==> src/rtl/dds_cmd_pkg.sv <==
package dds_cmd_pkg;
  localparam int FRAME_BITS = 16;
  localparam int FREQ_BITS  = 32;
  localparam int PHASE_BITS = 12;
  localparam int N_FREQ     = 2;
  localparam int N_PHASE    = 4;
  localparam int BYTE_BITS  = 8;
  localparam int HALF_BITS  = FREQ_BITS / 2;

  typedef enum logic [3:0] {
    OP_PHASE_PAIR = 4'h0,
    OP_PHASE_BYTE = 4'h1,
    OP_FREQ_PAIR  = 4'h2,
    OP_FREQ_BYTE  = 4'h3,
    OP_SELECT     = 4'h6
  } op_e;

  typedef struct packed {
    logic [3:0]           op;
    logic [3:0]           addr;
    logic [BYTE_BITS-1:0] data;
  } frame_t;

  // Replace one half of a tuning word with {hi, lo}.
  function automatic logic [FREQ_BITS-1:0] merge_half(
      input logic [FREQ_BITS-1:0] old_word,
      input logic                 upper,
      input logic [BYTE_BITS-1:0] hi,
      input logic [BYTE_BITS-1:0] lo);
    logic [FREQ_BITS-1:0] r;
    r = old_word;
    if (upper) r[FREQ_BITS-1:HALF_BITS] = {hi, lo};
    else       r[HALF_BITS-1:0]         = {hi, lo};
    return r;
  endfunction

  // Phase offset from the staging byte's low bits and the data byte.
  function automatic logic [PHASE_BITS-1:0] join_phase(
      input logic [BYTE_BITS-1:0] hi,
      input logic [BYTE_BITS-1:0] lo);
    logic [2*BYTE_BITS-1:0] w;
    w = {hi, lo};
    return w[PHASE_BITS-1:0];
  endfunction
endpackage

==> src/rtl/dds_spi_rx.sv <==
module dds_spi_rx #(
  parameter int SYNC_STAGES = 2,
  parameter int FRAME_BITS  = 16
) (
  input  logic                  clk,
  input  logic                  rst_n,
  input  logic                  sclk,
  input  logic                  cs_n,
  input  logic                  mosi,
  output logic                  frame_valid_o,
  output logic [FRAME_BITS-1:0] frame_o
);
  localparam int CNT_W   = $clog2(FRAME_BITS + 2);
  localparam int CNT_SAT = FRAME_BITS + 1;

  logic [SYNC_STAGES-1:0] sclk_pipe, cs_pipe, mosi_pipe;
  logic sclk_d, cs_d;
  logic sclk_s, cs_s, mosi_s;
  logic sclk_rise, cs_fall, cs_rise;
  logic [CNT_W-1:0]      bit_cnt;
  logic [FRAME_BITS-1:0] shreg;

  always_ff @(posedge clk or negedge rst_n) begin
    if (!rst_n) begin
      sclk_pipe <= '1;
      cs_pipe   <= '1;
      mosi_pipe <= '0;
      sclk_d    <= 1'b1;
      cs_d      <= 1'b1;
    end else begin
      sclk_pipe <= {sclk_pipe[SYNC_STAGES-2:0], sclk};
      cs_pipe   <= {cs_pipe[SYNC_STAGES-2:0], cs_n};
      mosi_pipe <= {mosi_pipe[SYNC_STAGES-2:0], mosi};
      sclk_d    <= sclk_s;
      cs_d      <= cs_s;
    end
  end

  assign sclk_s    = sclk_pipe[SYNC_STAGES-1];
  assign cs_s      = cs_pipe[SYNC_STAGES-1];
  assign mosi_s    = mosi_pipe[SYNC_STAGES-1];
  assign sclk_rise = sclk_s & ~sclk_d;
  assign cs_fall   = ~cs_s & cs_d;
  assign cs_rise   = cs_s & ~cs_d;

  always_ff @(posedge clk or negedge rst_n) begin
    if (!rst_n) begin
      bit_cnt <= '0;
      shreg   <= '0;
    end else if (cs_fall) begin
      bit_cnt <= '0;
    end else if (!cs_s && sclk_rise) begin
      shreg <= {shreg[FRAME_BITS-2:0], mosi_s};
      if (bit_cnt != CNT_W'(CNT_SAT)) bit_cnt <= bit_cnt + 1'b1;
    end
  end

  assign frame_valid_o = cs_rise && (bit_cnt == CNT_W'(FRAME_BITS));
  assign frame_o       = shreg;
endmodule

==> src/rtl/dds_cmd_exec.sv <==
module dds_cmd_exec
  import dds_cmd_pkg::*;
(
  input  logic                               clk,
  input  logic                               rst_n,
  input  logic                               frame_valid_i,
  input  logic [FRAME_BITS-1:0]              frame_i,
  output logic [FREQ_BITS-1:0]               freq0_o,
  output logic [FREQ_BITS-1:0]               freq1_o,
  output logic [N_PHASE-1:0][PHASE_BITS-1:0] phase_o,
  output logic                               freq_sel_o,
  output logic [1:0]                         phase_sel_o,
  output logic                               sync_o,
  output logic                               selsrc_o,
  output logic                               sleep_o,
  output logic                               core_reset_o,
  output logic                               clr_o
);
  frame_t f;
  logic ev_stage, ev_freq, ev_phase, ev_select, ev_sync, ev_ctrl;
  logic [BYTE_BITS-1:0]  stage_q;
  logic [FREQ_BITS-1:0]  freq_q  [N_FREQ];
  logic [PHASE_BITS-1:0] phase_q [N_PHASE];

  assign f = frame_t'(frame_i);

  // Command events; the two flag groups are recognised by the top two bits.
  always_comb begin
    ev_stage  = 1'b0;
    ev_freq   = 1'b0;
    ev_phase  = 1'b0;
    ev_select = 1'b0;
    ev_sync   = 1'b0;
    ev_ctrl   = 1'b0;
    if (frame_valid_i) begin
      if (f.op[3:2] == 2'b11)      ev_ctrl = 1'b1;
      else if (f.op[3:2] == 2'b10) ev_sync = 1'b1;
      else begin
        unique case (f.op)
          OP_FREQ_BYTE, OP_PHASE_BYTE: ev_stage = 1'b1;
          OP_FREQ_PAIR:  ev_freq  = ~f.addr[3];
          OP_PHASE_PAIR: ev_phase = f.addr[3];
          OP_SELECT:     ev_select = 1'b1;
          default: ;
        endcase
      end
    end
  end

  always_ff @(posedge clk or negedge rst_n) begin
    if (!rst_n)        stage_q <= '0;
    else if (ev_stage) stage_q <= f.data;
  end

  for (genvar g = 0; g < N_FREQ; g++) begin : g_freq
    always_ff @(posedge clk or negedge rst_n) begin
      if (!rst_n)
        freq_q[g] <= '0;
      else if (ev_freq && (f.addr[2] == 1'(g)))
        freq_q[g] <= merge_half(freq_q[g], f.addr[1], stage_q, f.data);
    end
  end

  for (genvar p = 0; p < N_PHASE; p++) begin : g_phase
    always_ff @(posedge clk or negedge rst_n) begin
      if (!rst_n)
        phase_q[p] <= '0;
      else if (ev_phase && (f.addr[2:1] == 2'(p)))
        phase_q[p] <= join_phase(stage_q, f.data);
    end
    assign phase_o[p] = phase_q[p];
  end

  always_ff @(posedge clk or negedge rst_n) begin
    if (!rst_n) begin
      freq_sel_o   <= 1'b0;
      phase_sel_o  <= 2'b00;
      sync_o       <= 1'b0;
      selsrc_o     <= 1'b0;
      sleep_o      <= 1'b1;
      core_reset_o <= 1'b1;
      clr_o        <= 1'b1;
    end else begin
      if (ev_select) begin
        freq_sel_o  <= f.addr[3];
        phase_sel_o <= f.addr[2:1];
      end
      if (ev_sync) begin
        sync_o   <= f.op[1];
        selsrc_o <= f.op[0];
      end
      if (ev_ctrl) begin
        sleep_o      <= f.op[1];
        core_reset_o <= f.op[0];
        clr_o        <= f.addr[3];
      end
    end
  end

  assign freq0_o = freq_q[0];
  assign freq1_o = freq_q[1];
endmodule

==> src/rtl/dds_cmd_decoder.sv <==
module dds_cmd_decoder
  import dds_cmd_pkg::*;
#(
  parameter int SYNC_STAGES = 2
) (
  input  logic                               clk,
  input  logic                               rst_n,
  input  logic                               sclk,
  input  logic                               cs_n,
  input  logic                               mosi,
  output logic [FREQ_BITS-1:0]               freq0_o,
  output logic [FREQ_BITS-1:0]               freq1_o,
  output logic [N_PHASE-1:0][PHASE_BITS-1:0] phase_o,
  output logic                               freq_sel_o,
  output logic [1:0]                         phase_sel_o,
  output logic                               sync_o,
  output logic                               selsrc_o,
  output logic                               sleep_o,
  output logic                               core_reset_o,
  output logic                               clr_o
);
  logic                  frame_valid;
  logic [FRAME_BITS-1:0] frame_word;

  dds_spi_rx #(
    .SYNC_STAGES(SYNC_STAGES),
    .FRAME_BITS (FRAME_BITS)
  ) u_rx (
    .clk          (clk),
    .rst_n        (rst_n),
    .sclk         (sclk),
    .cs_n         (cs_n),
    .mosi         (mosi),
    .frame_valid_o(frame_valid),
    .frame_o      (frame_word)
  );

  dds_cmd_exec u_exec (
    .clk          (clk),
    .rst_n        (rst_n),
    .frame_valid_i(frame_valid),
    .frame_i      (frame_word),
    .freq0_o      (freq0_o),
    .freq1_o      (freq1_o),
    .phase_o      (phase_o),
    .freq_sel_o   (freq_sel_o),
    .phase_sel_o  (phase_sel_o),
    .sync_o       (sync_o),
    .selsrc_o     (selsrc_o),
    .sleep_o      (sleep_o),
    .core_reset_o (core_reset_o),
    .clr_o        (clr_o)
  );
endmodule

==> config.mk <==
export PLATFORM = sky130hd
export DESIGN_NAME = dds_cmd_decoder
export DESIGN_NICKNAME = d
export VERILOG_FILES = /design/src/rtl/dds_cmd_pkg.sv /design/src/rtl/dds_spi_rx.sv /design/src/rtl/dds_cmd_exec.sv /design/src/rtl/dds_cmd_decoder.sv
export SDC_FILE = /design/constraint.sdc
export NUM_CORES = 1
export LEC_CHECK = 0
export BUFFER_PORTS_ARGS = -buffer_cell sky130_fd_sc_hd__buf_2
export CAP_MARGIN = 20
export CORE_ASPECT_RATIO = 0.9
export CORE_MARGIN = 5
export CORE_UTILIZATION = 55
export CTS_BUF_LIST = sky130_fd_sc_hd__clkbuf_8 sky130_fd_sc_hd__clkbuf_16
export DETAILED_ROUTE_END_ITERATION = 16
export PLACE_DENSITY = 0.82
export SLEW_MARGIN = 20
export SYNTH_ARGS = -nofsm -noshare
export SYNTH_HDL_FRONTEND = slang
export SYNTH_SLANG_ARGS = --single-unit
==> constraint.sdc <==
create_clock -name clk -period 2.55 [get_ports clk]
set_clock_uncertainty 0.05 [all_clocks]
set_input_delay 0.255 -clock clk [delete_from_list [all_inputs] [get_ports clk]]
set_output_delay 0.255 -clock clk [all_outputs]
set_load 0.02 [all_outputs]
Yosys cells after proc, flatten, opt, wreduce, memory -nomap -nowiden --
Index checks and enable logic that the tools add are counted.
Storage, ports and cells: flip-flop bits (word level) 157, output and inout bits 120
Cells by class: reduce and logical (&&, ||, !) cells 20, bitwise operators 10, $add $sub $neg 1, muxes and demuxes 24, equal/unequal tests 11
Operators by type and width (number):
- $mux 1 | 21
- $mux 5 | 3
- $reduce_and 2->1 | 6
- $eq 2x2->1 const B | 4
- $eq 4x2->1 const B | 2
- $logic_and 1x1->1 | 8
- $not 1->1 | 7
- $add 5x1->5 const B | 1
- $eq 5x5->1 const B | 1
- $ne 5x5->1 const B | 1
- $eq 4x1->1 const B | 1
- $eq 4x3->1 const B | 1
- $logic_not 4->1 | 1
- $reduce_bool 2->1 | 2
- $and 1x1->1 | 3
- $eq 2x1->1 const B | 1
- $logic_not 2->1 | 1
- $reduce_or 2->1 | 1
- $logic_not 1->1 | 1

Depth between registers and ports, before layout --
word-level depth 7, mapped depth 6, gate-level depth less buffers 5

Cells and area by module --
Synthesis repeated with hierarchy kept, for this count alone.
Second synthesis, totals: cell total of the unflattened synthesis 363, area, all modules 6130.9 um2
By module, submodules not included:
- dds_cmd_exec | area each 4974.8 um2, times used 1, sequential area each 3206.8 um2, cells each 286
- dds_spi_rx | area each 1156.1 um2, times used 1, sequential area each 733.2 um2, cells each 77

Worst setup path before layout --
No wires, ideal clock.
path kind reg-to-reg, from register u_rx.shreg[14] (netlist: u_rx.frame_o[14]), to register u_exec.freq_q, in the netlist u_exec.freq0_o[10], path buffers 2, required time 2.375 ns, cell stages (with the launch flop) 6, path slack 0.346 ns, arrival time 2.029 ns, library setup time 0.125 ns, cells stage by stage dfrtp_1 -> buf_6 -> or4b_4 -> nor4_4 -> buf_8 -> mux2_4
Between the ends: longest elaborated chain between the ends 7, elaborated cells between the ends (all ways) 9, classes of those cells 3 x eq/ne; 4 x mux; 2 x reduce/logical
Ends and longest elaborated chain:
- from (decl) | line dds_spi_rx.sv:21 | logic [FRAME_BITS-1:0] shreg;
- from (signal assigned) | line dds_spi_rx.sv:53 | shreg <= {shreg[FRAME_BITS-2:0], mosi_s};
- $eq 4x2->1 | line dds_cmd_exec.sv:39 | unique case (f.op)
- $mux 1 | line dds_cmd_exec.sv:39
- $mux 1 | line dds_cmd_exec.sv:37 | else if (f.op[3:2] == 2'b10) ev_sync = 1'b1;
- $mux 1 (*) | line dds_cmd_exec.sv:36 | if (f.op[3:2] == 2'b11) ev_ctrl = 1'b1;
- $mux 1 (*) | line dds_cmd_exec.sv:35 | if (frame_valid_i) begin
- $logic_and 1x1->1 (*) | line dds_cmd_exec.sv:59 | else if (ev_freq && (f.addr[2] == 1'(g)))
- $reduce_and 2->1 (no line) (*)
- to (signal, indexed assignment) | line dds_cmd_exec.sv:60 | freq_q[g] <= merge_half(freq_q[g], f.addr[1], stage_q, f.data);
- to (decl) | line dds_cmd_exec.sv:22 | logic [FREQ_BITS-1:0] freq_q [N_FREQ];
Every way passes the cells marked *; elsewhere a longest branch is shown, timed or not. A chain may end at the register's enable or synchronous reset.

Worst setup path in the final report --
from register u_rx.bit_cnt[0], to register u_exec.phase_q, in the netlist u_exec.phase_o[32]
Between the ends: longest elaborated chain between the ends 4
Ends and longest elaborated chain:
- from (decl) | line dds_spi_rx.sv:20 | logic [CNT_W-1:0] bit_cnt;
- from (signal assigned) | line dds_spi_rx.sv:54 | if (bit_cnt != CNT_W'(CNT_SAT)) bit_cnt <= bit_cnt + 1'b1;
- $eq 5x5->1 | line dds_spi_rx.sv:58 | assign frame_valid_o = cs_rise && (bit_cnt == CNT_W'(FRAME_BITS));
- $logic_and 1x1->1 | line dds_spi_rx.sv:58
- $mux 1 | line dds_cmd_exec.sv:35
- $logic_and 1x1->1 | line dds_cmd_exec.sv:68 | else if (ev_phase && (f.addr[2:1] == 2'(p)))
- to (signal, indexed assignment) | line dds_cmd_exec.sv:69 | phase_q[p] <= join_phase(stage_q, f.data);
- to (decl) | line dds_cmd_exec.sv:23 | logic [PHASE_BITS-1:0] phase_q [N_PHASE];
Every way passes these cells.

==> results by group <==
Status
  – Status: complete, no violations

CTS
  – Total CTS buffers: 17
  – CTS resizes: 0
  – Clk Latency, worst-skew pair: 0.42 ns
  – Clk sink count: 157
  – CTS tree: done
  – Worst-path clk slew: 0.06 ns
  – Bufs on Longest Clock Path: 2
  – Clk Tree Root Cell: clkbuf_16
  – H-tree levels: 4

Global routing
  – Grt total ovfl: 0
  – Gr busiest metal: met2
  – Routing usage on met3: 0.0653
  – First-pass GRT wire length: 23500 µm
  – Vias in the first global route: 4162
  – Largest net degree at the start of global routing: 62
  – Grt met1 use: 0.293
  – GRT Util Overall: 0.227
  – Initial antenna violation count: 0
  – Met2 usage: 0.354

Worst setup path
  – Capturing point of the worst reg2reg path: u_exec.phase_o[32]$_DFFE_PN0P_
  – CP max stage cell: dfrtp_1
  – R2r worst-path depth: 7
  – CP endpoint kind: flip-flop
  – Worst path cell trace: inv_1, ha_1, nor4bb_1, buf_4, nand4_1, buf_4, mux2_2
  – Max incr delay on CP: 0.46 ns
  – Kind of critical path: reg2reg
  – Worst Setup Start Kind: flip-flop
  – Reg2reg setup slack: 0.33 ns
  – Crit path DAT: 2.47 ns
  – Cell mode on critical path: buf_4
  – FF-to-FF Start: u_rx.bit_cnt[0]$_DFFE_PN0P_
  – Crit Path Max Fanout: 10
  – Crit path required time: 2.80 ns

Placement
  – Dpl cell area: 7120 µm²
  – Final HPWL DP: 9650 µm
  – GPL Wtd Cong: 0.817
  – Port Buffers: 124

Layout
  – Fill cells: 776
  – Share of cells above drive strength 1: 0.637
  – N_diodes: 0
  – Design area: 7830 µm²
  – Layout Nets: 532
  – Area growth syn-to-layout: 25.4%

Route
  – Post-route antenna net violation count: 0
  – Drt total wl: 14200 µm
  – Via count: 3761
  – Drt first pass iters: 4
  – Iteration-0 DRC Markers: 253
  – Vias per cell: 5.43
  – Average wire per standard cell: 20.5 µm
  – Drc violations: 0

Die
  – Num rows: 37
  – IO Pins: 125
  – Initial core utilization: 0.553
  – Die Y: 111 µm
  – CORE AREA: 11300 µm²
  – Die Span X: 122 µm
  – Die footprint: 13600 µm²

Power and ir drop
  – Worst VDD drop: 0.570 mV
  – Leakage: 4.21 nW
  – Clock network fraction of total power: 0.505
  – Total power: 0.00562 W
  – Pwr dens: 717 nW/µm²
  – Seq pwr share: 0.471
  – Internal power: 0.00443 W
  – Comb pwr share: 0.024
  – Net Switching: 0.00119 W
  – Sw Ratio: 0.211

Synthesis
  – Seq/Total Area, Yosys: 0.631
  – Top cell type's share of synthesized area: 0.593
  – Area leader, netlist: dfrtp_1
  – Synth unique cells: 37
  – Register bit total from synthesis: 157
  – Syn_nets: 386
  – Yosys warnings: 0
  – Number of enable flip-flop cells after synthesis: 0
  – Commonest cells post-synth: dfrtp_1 (148), mux2_2 (124), mux2_4 (20)
  – Primary FF master, synth: dfrtp_1
  – Largest cells by area after synthesis: dfrtp_1 (59%), mux2_2 (22%), mux2_4 (4.8%), dfstp_2 (3.8%), nor4_4 (1.4%)
  – Syn avg cell area: 16.5 µm²
  – Synthesized cell area: 6250 µm²
  – Asr flop ratio synth: 1.00
  – Most frequent cell after synthesis: dfrtp_1
  – Syn Inst Count: 378

Timing
  – RSZ-0062 raised after global routing: no
  – Worst-Margin Slew: 0.796 ns
  – Fmax: 450 MHz
  – Final min period: 2.22 ns
  – Setup TNS: 0 ns
  – Endpoints failing hold: 0
  – Count of final max-slew check failures: 0
  – Setup Viol. Count Final: 0
  – Final period utilization: 0.871
  – Slew HR: 0.462

Worst hold path
  – HP Class: reg2reg
  – Critical hold path startpoint: u_rx.mosi_pipe[0]$_DFF_PN0_
  – Cell count of the worst hold path: 0
  – Hold Path Sink: u_rx.mosi_pipe[1]$_DFF_PN0_

Run
  – Maxcap violations: 0
==> registers in the layout (all words and copies together) (netlist names), 2 cells and up <==
| name | flops |
|---|---|
| u_rx.mosi_pipe | 2 |
| u_exec.stage_q | 8 |
| u_rx.bit_cnt | 5 |
| u_exec.phase_sel_o | 2 |
| u_rx.cs_pipe | 2 |
| u_rx.frame_o | 16 |
| u_exec.phase_o | 48 |
| u_rx.sclk_pipe | 2 |
| u_exec.freq0_o | 32 |
| u_exec.freq1_o | 32 |
==> what timing repair did <==
item | in CTS | in global routing
endpoints found under the hold margin | 56 | 0
hold buffers | 4 | 0
setup buffers | 0 | 0
==> kinds of logic (layout without fill, tap and decap cells) <==
group | count (synthesis) | in the layout | share of synthesized area
flip-flops | 157 | 157 | 0.631
multiplexers | 144 | 144 | 0.272
AND/OR/NAND/NOR | 40 | 40 | 0.0609
adder cells (fa/ha/maj) | 3 | 3 | 0.00601
AO/OA/AOI/OAI | 9 | 9 | 0.00841
buffers and inverters | 25 | 184 | 0.0222
==> layout by cell type (no fill, tap or decap), types with 2 or more instances in the layout <==
cell type and instances:
ha_1 3, nand2_1 3, or3b_2 2, nor4b_1 3, mux2_4 20, dlygate4sd3_1 4, clkinv_2 3, nor4bb_1 3
bufinv_16 6, nand4bb_1 2, a21oi_1 4, o21ai_0 3, inv_1 3, mux2_2 124, nand4_1 2, buf_2 123
inv_6 2, or3_1 4, nand3_1 2, dfrtp_1 148, buf_4 21, clkinvlp_4 2, nor4_4 5, dfstp_2 9
nor3b_1 3, clkbuf_16 17, nand4_2 2
==> critical path, delay by kind of cell, from the launching register on <==
family	cells	cell delay, ns
buffers and inverters	3	0.59
adders and majority gates	1	0.21
and+or+nand+nor	2	0.48
DFF	1	0.46
muxes	1	0.30
==> metal layers <==
layer / share of wire / up-vias
met2: 0.49 / 128
met4: 0.027 / 0
met3: 0.059 / 27
met1: 0.42 / 1943
met5: 0 / -
li1: - / 1663
==> cell type report <==
cell class | instances | area [µm²] | share of cell area
tap | 156 | 195 | 0.0249
clock inverter | 15 | 243 | 0.0310
sequential | 157 | 3940 | 0.503
clock buffer | 17 | 425 | 0.0543
multi-input combinational | 196 | 2180 | 0.278
inverter | 2 | 7.51 | 0.000959
timing repair buffer | 150 | 845 | 0.108
==> how the worst max path moves through the flow <==
stage | endpoint | slack [ns] | from | cells past startpoint
after detailed placement | u_exec.freq0_o[31]$_DFFE_PN0P_ | 0.36 | u_rx.frame_o[14]$_DFFE_PN0P_ | 4
after floorplan | u_exec.freq0_o[10]$_DFFE_PN0P_ | 0.35 | u_rx.frame_o[14]$_DFFE_PN0P_ | 5
after global routing | u_exec.phase_o[8]$_DFFE_PN0P_ | 0.25 | u_rx.bit_cnt[2]$_DFFE_PN0P_ | 4
after CTS | u_exec.phase_o[11]$_DFFE_PN0P_ | 0.34 | u_rx.bit_cnt[2]$_DFFE_PN0P_ | 4
final | u_exec.phase_o[32]$_DFFE_PN0P_ | 0.33 | u_rx.bit_cnt[0]$_DFFE_PN0P_ | 7
after global placement | u_exec.phase_o[10]$_DFFE_PN0P_ | 0.39 | u_rx.frame_o[13]$_DFFE_PN0P_ | 4
==> power groups by stage <==
stage / clock [W] / sequential [W] / combinational (W)
floorplan: 0 / 0.00260 / 0.000114
global placement: 0 / 0.00268 / 0.000125
detailed placement: 0 / 0.00269 / 0.000133
CTS: 0.00288 / 0.00265 / 0.000141
global route: 0.00300 / 0.00266 / 0.000155
finish: 0.00284 / 0.00265 / 0.000136
==> per-stage QoR <==
step	setup slack [ns]	std cells	utilization	hold WS, ns
2_1_floorplan	0.346	378	-	-0.0906
3_3_place_gp	0.387	657	0.631	0.208
3_5_place_dp	0.358	657	0.631	0.218
4_1_cts	0.340	693	0.693	0.300
5_1_grt	0.250	693	0.693	0.309
6_report	0.328	693	0.693	0.298
No activity file was read; power rests on OpenSTA's default activity.
